`src/rtl/filt_pkg.sv`:
```
package filt_pkg;
  localparam int MAC_W      = 48;
  localparam int ADDR_BYTES = MAC_W / 8;
  localparam int CMD_W      = 5;
  localparam int CMD_UNI    = 0;
  localparam int CMD_MULTI  = 1;
  localparam int CMD_BCAST  = 2;
  localparam int CMD_INVERT = 3;
  localparam int CMD_MATCH  = 4;
  localparam int GROUP_BIT  = MAC_W - 8;
  typedef logic [MAC_W-1:0] mac_t;
endpackage

```
`src/rtl/filt_regfile.sv`:
```
module filt_regfile
  import filt_pkg::*;
#(
  parameter int N_ENT = 16,
  parameter int AW    = 8
) (
  input  logic              clk,
  input  logic              rst_n,
  input  logic              we,
  input  logic [AW-1:0]     addr,
  input  logic [31:0]       wdata,
  input  logic              load,
  output mac_t              act_tbl [N_ENT],
  output logic [N_ENT-1:0]  act_en,
  output logic [CMD_W-1:0]  act_cmd
);
  localparam int WW       = AW - 2;
  localparam int EN_WORD  = 2 * N_ENT;
  localparam int CMD_WORD = 2 * N_ENT + 1;

  logic [WW-1:0]    widx;
  logic [N_ENT-1:0] hi_we, lo_we;
  logic             en_we, cmd_we;
  logic [31:0]      p_hi [N_ENT];
  logic [15:0]      p_lo [N_ENT];
  logic [N_ENT-1:0] p_en_q, p_en_d, act_en_d;
  logic [CMD_W-1:0] p_cmd_q, p_cmd_d, act_cmd_d;

  assign widx   = addr[AW-1:2];
  assign en_we  = we && (widx == WW'(EN_WORD));
  assign cmd_we = we && (widx == WW'(CMD_WORD));

  always_comb begin
    for (int k = 0; k < N_ENT; k++) begin
      hi_we[k] = we && (widx == WW'(2 * k));
      lo_we[k] = we && (widx == WW'(2 * k + 1));
    end
  end

  // table storage: no reset, entries only matter once enabled
  always_ff @(posedge clk) begin
    for (int k = 0; k < N_ENT; k++) begin
      if (hi_we[k]) p_hi[k] <= wdata;
      if (lo_we[k]) p_lo[k] <= wdata[31:16];
      if (load)     act_tbl[k] <= {p_hi[k], p_lo[k]};
    end
  end

  always_comb begin
    p_en_d    = en_we  ? wdata[N_ENT-1:0] : p_en_q;
    p_cmd_d   = cmd_we ? wdata[CMD_W-1:0] : p_cmd_q;
    act_en_d  = load   ? p_en_q  : act_en;
    act_cmd_d = load   ? p_cmd_q : act_cmd;
  end

  always_ff @(posedge clk or negedge rst_n) begin
    if (!rst_n) begin
      p_en_q  <= '0;
      p_cmd_q <= '0;
      act_en  <= '0;
      act_cmd <= '0;
    end else begin
      p_en_q  <= p_en_d;
      p_cmd_q <= p_cmd_d;
      act_en  <= act_en_d;
      act_cmd <= act_cmd_d;
    end
  end
endmodule

```
`src/rtl/filt_addr_collect.sv`:
```
module filt_addr_collect
  import filt_pkg::*;
(
  input  logic       clk,
  input  logic       rst_n,
  input  logic       start,
  input  logic       vld,
  input  logic [7:0] data,
  output mac_t       key,
  output logic       last,
  output logic       busy
);
  localparam int CW = $clog2(ADDR_BYTES + 1);
  localparam int SW = (ADDR_BYTES - 1) * 8;

  logic [CW-1:0] cnt_q, cnt_d;
  logic [SW-1:0] sh_q, sh_d;
  logic          sh_en;

  always_comb begin
    cnt_d = cnt_q;
    sh_d  = {sh_q[SW-9:0], data};
    sh_en = 1'b0;
    last  = 1'b0;
    if (vld && start) begin
      cnt_d = CW'(1);
      sh_en = 1'b1;
    end else if (vld && cnt_q != '0 && cnt_q < CW'(ADDR_BYTES)) begin
      cnt_d = cnt_q + CW'(1);
      sh_en = 1'b1;
      last  = (cnt_q == CW'(ADDR_BYTES - 1));
    end
  end

  assign key  = {sh_q, data};
  assign busy = (cnt_q != '0) && (cnt_q < CW'(ADDR_BYTES));

  always_ff @(posedge clk or negedge rst_n) begin
    if (!rst_n) cnt_q <= '0;
    else        cnt_q <= cnt_d;
  end

  always_ff @(posedge clk) begin
    if (sh_en) sh_q <= sh_d;
  end
endmodule

```
`src/rtl/filt_cam_match.sv`:
```
module filt_cam_match
  import filt_pkg::*;
#(
  parameter int N_ENT = 16
) (
  input  logic             clk,
  input  logic             rst_n,
  input  mac_t             tbl [N_ENT],
  input  logic [N_ENT-1:0] en,
  input  mac_t             key,
  output logic             hit
);
  logic [N_ENT-1:0] m;

  for (genvar k = 0; k < N_ENT; k++) begin : g_cmp
    assign m[k] = en[k] && (tbl[k] == key);
  end

  assign hit = |m;


  hit_needs_enable_chk: assert property (@(posedge clk) disable iff (!rst_n)
    hit |-> (en != '0));
endmodule

```
`src/rtl/dest_addr_filter.sv`:
```
module dest_addr_filter
  import filt_pkg::*;
#(
  parameter int N_ENT = 16,
  parameter int AW    = 8
) (
  input  logic          clk,
  input  logic          rst_n,
  input  logic          cfg_we,
  input  logic [AW-1:0] cfg_addr,
  input  logic [31:0]   cfg_wdata,
  input  logic          frm_start,
  input  logic          rx_vld,
  input  logic [7:0]    rx_byte,
  output logic          verdict_vld,
  output logic          verdict_accept
);
  logic             rs_meta, rst_sync_n;
  mac_t             act_tbl [N_ENT];
  logic [N_ENT-1:0] act_en;
  logic [CMD_W-1:0] act_cmd;
  mac_t             key;
  logic             last, busy, hit, load;
  logic             is_bc, is_mc, is_uc, accept_d;

  always_ff @(posedge clk or negedge rst_n) begin
    if (!rst_n) begin
      rs_meta    <= 1'b0;
      rst_sync_n <= 1'b0;
    end else begin
      rs_meta    <= 1'b1;
      rst_sync_n <= rs_meta;
    end
  end

  assign load = frm_start && rx_vld;

  filt_regfile #(.N_ENT(N_ENT), .AW(AW)) u_regs (
    .clk(clk), .rst_n(rst_sync_n), .we(cfg_we), .addr(cfg_addr),
    .wdata(cfg_wdata), .load(load), .act_tbl(act_tbl),
    .act_en(act_en), .act_cmd(act_cmd)
  );

  filt_addr_collect u_collect (
    .clk(clk), .rst_n(rst_sync_n), .start(frm_start), .vld(rx_vld),
    .data(rx_byte), .key(key), .last(last), .busy(busy)
  );

  filt_cam_match #(.N_ENT(N_ENT)) u_cam (
    .clk(clk), .rst_n(rst_sync_n), .tbl(act_tbl), .en(act_en),
    .key(key), .hit(hit)
  );

  always_comb begin
    is_bc    = &key;
    is_mc    = key[GROUP_BIT] && !is_bc;
    is_uc    = !key[GROUP_BIT];
    accept_d = (is_bc && act_cmd[CMD_BCAST])
             | (is_mc && act_cmd[CMD_MULTI])
             | (is_uc && act_cmd[CMD_UNI])
             | (act_cmd[CMD_MATCH] && (hit ^ act_cmd[CMD_INVERT]));
  end

  always_ff @(posedge clk or negedge rst_sync_n) begin
    if (!rst_sync_n) begin
      verdict_vld    <= 1'b0;
      verdict_accept <= 1'b0;
    end else begin
      verdict_vld    <= last;
      verdict_accept <= last && accept_d;
    end
  end


  accept_needs_valid_chk: assert property (@(posedge clk) disable iff (!rst_sync_n)
    verdict_accept |-> verdict_vld);


  single_pulse_chk: assert property (@(posedge clk) disable iff (!rst_sync_n)
    verdict_vld |=> !verdict_vld);


  cfg_frozen_chk: assert property (@(posedge clk) disable iff (!rst_sync_n)
    (busy && !load) |=> ($stable(act_en) && $stable(act_cmd)));


  zero_cmd_reject_chk: assert property (@(posedge clk) disable iff (!rst_sync_n)
    (verdict_vld && $past(act_cmd) == '0) |-> !verdict_accept);
endmodule

```
`config.mk`:
```
export PLATFORM = sky130hd
export DESIGN_NAME = dest_addr_filter
export DESIGN_NICKNAME = d
export VERILOG_FILES = /design/src/rtl/filt_pkg.sv /design/src/rtl/filt_regfile.sv /design/src/rtl/filt_addr_collect.sv /design/src/rtl/filt_cam_match.sv /design/src/rtl/dest_addr_filter.sv
export SDC_FILE = /design/constraint.sdc
export NUM_CORES = 2
export LEC_CHECK = 0
export ABC_CLOCK_PERIOD_IN_PS = 2900
export BUFFER_PORTS_ARGS = -buffer_cell sky130_fd_sc_hd__buf_2
export CAP_MARGIN = 20
export CORE_MARGIN = 2
export CORE_UTILIZATION = 30
export CTS_CLUSTER_DIAMETER = 150
export DETAILED_ROUTE_END_ITERATION = 16
export GPL_TIMING_DRIVEN = 0
export PLACE_DENSITY_LB_ADDON = 0.3
export SYNTH_ARGS = -nofsm -noshare
export SYNTH_HDL_FRONTEND = slang
export SYNTH_SLANG_ARGS = --single-unit
```
`constraint.sdc`:
```
create_clock -name clk -period 2.9 [get_ports clk]
set_input_delay 0.145 -clock clk [delete_from_list [all_inputs] [get_ports clk]]
set_output_delay 0.145 -clock clk [all_outputs]
set_load 0.01 [all_outputs]
```
== Yosys cells after proc, flatten, opt, wreduce, memory -nomap -nowiden ==
Memories as Yosys holds them, arrays and structs flattened. A register that Yosys moved wholly into a read port is not among the register bits.
Index checks and enable logic that the tools add are counted.
Word-level totals
  RAM bits: 768
  memories: 2
  output and inout bits: 2
  input port bits: 53
  register bits: 89
  word-level logic and storage cells: 324
Memories
  u_regs.p_hi: words 16, bits a word 32, read ports 16, clocked after Yosys merged registers in 16, write ports 1, RTL line filt_regfile.sv:24  | logic [31:0] p_hi [N_ENT];
  u_regs.p_lo: words 16, bits a word 16, read ports 16, clocked after Yosys merged registers in 16, write ports 1, RTL line filt_regfile.sv:25  | logic [15:0] p_lo [N_ENT];
Cells by class
  equality and inequality tests: 50
  add/sub/neg operators: 1
  reductions and logical operators: 96
  bitwise logic cells: 4
  mux-type cells: 160
  $lt $le $gt $ge: 1
Operators with widths (number)
  48-bit == test: 16
  32-bit two-way mux: 15
  32-bit OR reduction: 15
  16-bit OR reduction: 16
  16-bit two-way mux: 15
  4-bit two-way mux: 30
  1-bit two-way mux: 98
  6-bit by 5-bit == test with 1-bit output (second input constant): 16
  1-bit logical AND: 59
  6-bit by 4-bit == test with 1-bit output (second input constant): 8
  48-bit AND reduction: 1
  6-bit by 3-bit == test with 1-bit output (second input constant): 4
  6-bit by 2-bit == test with 1-bit output (second input constant): 2
  6-bit == test (second input constant): 2
  6-bit by 1-bit == test with 1-bit output (second input constant): 1
  6-bit zero test: 1
  3-bit two-way mux: 2
  3-bit by 1-bit adder with 3-bit output (second input constant): 1
  3-bit == test (second input constant): 1
  3-bit < comparator (second input constant): 1
  1-bit bitwise OR: 3
  3-bit nonzero test: 1
  1-bit zero test: 2
  2-bit nonzero test: 1
  1-bit XOR: 1

== Logic depth before layout (Yosys ltp) ==
  depth in word-level cells: 20
  gate-level depth with buffers: 11
  gate-level depth less buffers: 9

== By module ==
From an unflattened synthesis, not the netlist that was laid out.
Second synthesis, totals
  cell total of the unflattened synthesis: 2972
  area, all modules: 58785.1 um2
By module, submodules not included
  filt_regfile: instances 1, cells each 1683, area an instance 48028.6 um2, seq. area each 47175.2 um2
  filt_cam_match: instances 1, cells each 1186, area an instance 8992.4 um2, seq. area each 0.0 um2
  filt_addr_collect: instances 1, cells each 74, area an instance 1500.2 um2, seq. area each 1276.2 um2
  dest_addr_filter: instances 1, cells each 29, area an instance 264.0 um2, seq. area each 100.1 um2

== Worst setup path before layout ==
OpenSTA, ideal clock, no wires.
  kind: input -> register
  start point: input frm_start
  end point: register u_regs.act_cmd[0]
  arrival time: 24.012 ns
  buffers on the path: 2
  setup slack: -21.288 ns
  library setup time: 0.176 ns
  stages on the path: 4
  cell sequence: and2_1 > clkbuf_1 > buf_1 > mux2_2
On the way
  cells in the longest elaborated chain, start to end: 1
RTL lines
  start, declared: RTL line dest_addr_filter.sv:12  | input logic frm_start,
  1-bit logical AND: RTL line dest_addr_filter.sv:36  | assign load = frm_start && rx_vld;
  named net load: RTL line dest_addr_filter.sv:23  | logic last, busy, hit, load;
  end signal, assigned: RTL line filt_regfile.sv:66  | act_cmd <= act_cmd_d;
  end, declared: RTL line filt_regfile.sv:15  | output logic [CMD_W-1:0] act_cmd
The timed path passes the listed nets, and every way through them passes these cells.
A chain may end at the register's enable or synchronous reset.

== Worst setup path in the final report ==
  start point: input rx_byte[1]
  end point: register verdict_accept
On the way
  cells in the longest elaborated chain, start to end: 8
  elaborated cells on any way between the ends: 44
  those cells by class: eq/ne (16); bitwise (4); reduce/logical (24)
RTL lines
  start, declared: RTL line dest_addr_filter.sv:14  | input logic [7:0] rx_byte,
  branches (longest 6 deep; another with 48-bit == test)
  1-bit bitwise OR (*): RTL line dest_addr_filter.sv:61  | | (act_cmd[CMD_MATCH] && (hit ^ act_cmd[CMD_INVERT]));
  1-bit logical AND (*): RTL line dest_addr_filter.sv:70  | verdict_accept <= last && accept_d;
  end signal, assigned: RTL line dest_addr_filter.sv:70
  end, declared: RTL line dest_addr_filter.sv:16  | output logic verdict_accept
Every way passes the cells marked *.

==> results by group <==
Status
  – Outcome: finished, violations left
  – Failing checks: setup timing

Worst hold path
  – HP Start: cfg_wdata[1]
  – Hold path depth: 1
  – Hold Path End: u_regs.p_hi[1][33]
  – Worst hold path class: input port to register

Die
  – Io pins: 55
  – Die Ht: 447 um
  – Core area: 0.195 sq mm
  – Initial Util: 0.302
  – Die area: 0.200 sq mm
  – Die outline width: 447 um
  – Rows: 162

Synth
  – Post-synthesis async set-or-reset flop share: 0.0302
  – Flops & latches, synth: 1625
  – Seq/Total Area, Yosys: 0.826
  – Top FF cell, synth: edfxtp_1
  – EDFF count, synth: 1576
  – Synth cell types: 52
  – Synth Area per Inst: 19.9 sq um
  – Cell count after synthesis: 2960
  – Syn. warnings: 0
  – Syn Nets: 3016
  – Mapped Area: 0.0588 sq mm

Clocking
  – Clk_lat worst skew: 0.81 ns
  – TritonCTS clock tree: built
  – Max clock buf depth: 3
  – Clock root cell: clkbuf_16
  – Clock transition at the registers of the reported paths: 0.06 ns
  – Max H-tree Level: 4
  – TritonCTS Sinks: 1625
  – TritonCTS buffer count: 160

Cells and area
  – Filler cell count: 17900
  – Non-Filler Instances: 6090
  – Synth-to-Final Area Change: 20.6%
  – Highest-count cells in the layout ignoring fill and taps: edfxtp_1, xor2_1, xnor2_1, clkbuf_16, nand4_1
  – # nets final: 3386
  – Design area: 0.0709 sq mm
  – Share of cells above drive strength 1: 0.179
  – Most common cell after layout, fill and taps aside: edfxtp_1

Global route
  – First-pass GRT wire length: 247000 um
  – Initial antenna violation count: 24
  – Pin count of the biggest net entering global routing: 178
  – Overflow after GRT: 0
  – GRT Resource Usage Total: 0.185
  – Vias in the first global route: 28200

Setup path
  – Reg2Reg Setup Slack: -0.18 ns
  – CP Class: input port to register
  – Reg-to-Reg Start: u_collect.sh_q[35]
  – Crit. End Element: register
  – R2r endpoint: verdict_accept
  – CP required: 3.57 ns
  – CP max FO: 10
  – Data arrival, critical path: 3.81 ns
  – Reg2Reg Depth: 11
  – CP Launch Type: input port

STA
  – Setup TNS Final: -0.233 ns
  – Slew @ Worst Pin: 1.14 ns
  – Tmin final: 3.13 ns
  – Final number of hold-violating endpoints: 0
  – Max-slew headroom: 0.239
  – RSZ-0062 raised after global routing: true
  – Final setup viols: 1
  – Period utilisation layout: 1.08
  – Max-slew violations: 0
  – Max Fclk: 319 MHz
  – Layout Skew: 0.0233 ns
  – Setup ws final: -0.233 ns

Route
  – First-pass DRT Iterations: 7
  – Routed Antenna Nets: 0
  – Post-DR wirelength/cell: 30.3 um
  – Via Count: 29200
  – DRC viols: 0
  – First DRT Iteration DRCs: 4137
  – Total Wirelength: 185000 um
  – Via-per-instance ratio: 4.79

Power and ir drop
  – Pwr/cell area: 728 mW/mm^2
  – Pwr Total: 51.6 mW
  – VDD IR-drop max: 638 uV
  – LEAKAGE: 23.2 nW

Place
  – Placed cell area: 0.0637 sq mm
  – Cells after DPL: 5692
  – IO Port Bufs: 50
  – Gpl congestion: 0.828
  – Hpwl dp: 105000 um

Run
  – Max cap viols: 0
stage by stage:
step,setup slack [ns],util,hold WS (ns)
final,-0.233,0.364,0.0124
after floorplan,-0.0227,-,-0.151
after detailed placement,-1.89,0.327,-0.0679
after CTS,-0.116,0.364,0.0000767
after global placement,-2.05,0.320,-0.0695
after global routing,-0.251,0.364,0.00303
registers in the layout (all words and copies together), names as in the netlist, 3 cells and up:
register / flops
u_collect.cnt_q: 3
u_collect.sh_q: 40
u_regs.act_cmd: 5
u_regs.act_en: 16
u_regs.act_tbl: 768
u_regs.p_cmd_q: 5
u_regs.p_en_q: 16
u_regs.p_hi: 512
u_regs.p_lo: 256
worst max-delay path: stages:
cell and delay, ns:
buf_2 0.08, buf_2 0.44, buf_2 0.67, xor2_1 0.15
nor4_1 0.58, nand4_1 0.62, nor4_4 0.45, nor4_1 0.13
and4_1 0.22, o21ai_2 0.18, a21boi_1 0.09
Yosys cell counts (all sizes together), types with 2 or more instances:
cell type / count / area [sq um]
edfxtp: 1576 / 47300
xor2: 449 / 3930
xnor2: 273 / 2390
nor4: 127 / 795
nand4: 99 / 619
buf: 97 / 647
dfrtp: 49 / 1230
mux2: 42 / 473
nor2: 40 / 150
inv: 39 / 146
nand3: 24 / 120
nor3: 23 / 115
nand2b: 19 / 119
nand2: 11 / 41.3
o22ai: 9 / 56.3
o2111ai: 8 / 70.1
a22oi: 7 / 52.6
o21ai: 7 / 35.0
clkbuf: 5 / 18.8
nor2b: 5 / 31.3
a21oi: 4 / 20.0
a221oi: 4 / 35.0
and4: 3 / 26.3
ha: 3 / 37.5
nor4b: 3 / 26.3
o221ai: 3 / 26.3
or4: 3 / 22.5
a2111oi: 2 / 17.5
a221o: 2 / 20.0
a2bb2oi: 2 / 17.5
a31oi: 2 / 12.5
nand3b: 2 / 15.0
nor3b: 2 / 15.0
o2bb2ai: 2 / 17.5
o311ai: 2 / 17.5
what timing repair did:
| action | 4_1_cts | 5_1_grt |
|---|---|---|
| resized for setup | 289 | 6 |
| buffers inserted | 64 | 0 |
| hold buffers | 36 | 0 |
| endpoints found under the hold margin | 311 | 0 |
| pin swaps | 45 | 8 |
| endpoints found under the setup margin | 1 | 1 |
worst max path at each step:
| stage | start | to | cells past startpoint |
|---|---|---|---|
| 3_3_place_gp | cfg_addr[3] | u_regs.p_hi[0][174] | 4 |
| 3_5_place_dp | u_collect.sh_q[30] | verdict_accept | 11 |
| 6_report | rx_byte[1] | verdict_accept | 11 |
| 4_1_cts | u_collect.sh_q[35] | verdict_accept | 11 |
| 2_1_floorplan | frm_start | u_regs.act_cmd[0] | 4 |
| 5_1_grt | u_collect.sh_q[9] | verdict_accept | 10 |
final cells by class:
class,instances,area (sq um),area share
multi-input combinational,1194,10200,0.144
sequential,1625,48600,0.685
antenna,6,15.0,0.000212
timing repair buffer,208,2320,0.0327
clock buffer,209,4290,0.0605
tap,2624,3280,0.0463
clock inverter,83,571,0.00805
inverter,39,146,0.00206
buffer,102,1520,0.0214
report_power, final:
| group | switching [mW] | internal, mW |
|---|---|---|
| clock network | 8.88 | 10.8 |
| registers | 0.239 | 26.2 |
| logic | 3.61 | 1.86 |
layer usage:
metal	vias up	share of wire	GRT usage	routed length, um
li1	12000	-	-	-
met1	15400	0.40	0.241	73800
met2	1428	0.49	0.310	90600
met3	312	0.077	0.0324	14200
met4	6	0.033	0.0618	6080
met5	-	0.00022	0	41
cell families (layout without fill, tap and decap cells):
| kind of cell | Yosys count | after routing | synth area share |
|---|---|---|---|
| buf+inv | 141 | 641 | 0.0138 |
| compound gates | 59 | 59 | 0.00756 |
| xor+xnor | 722 | 722 | 0.108 |
| mux | 43 | 43 | 0.00821 |
| fa+ha+maj | 3 | 3 | 0.000639 |
| flops | 1625 | 1625 | 0.826 |
| other cells | 1 | 7 | 0.0000638 |
| simple gates | 366 | 366 | 0.0363 |
Note: power is estimated with default switching activity, not from simulation.
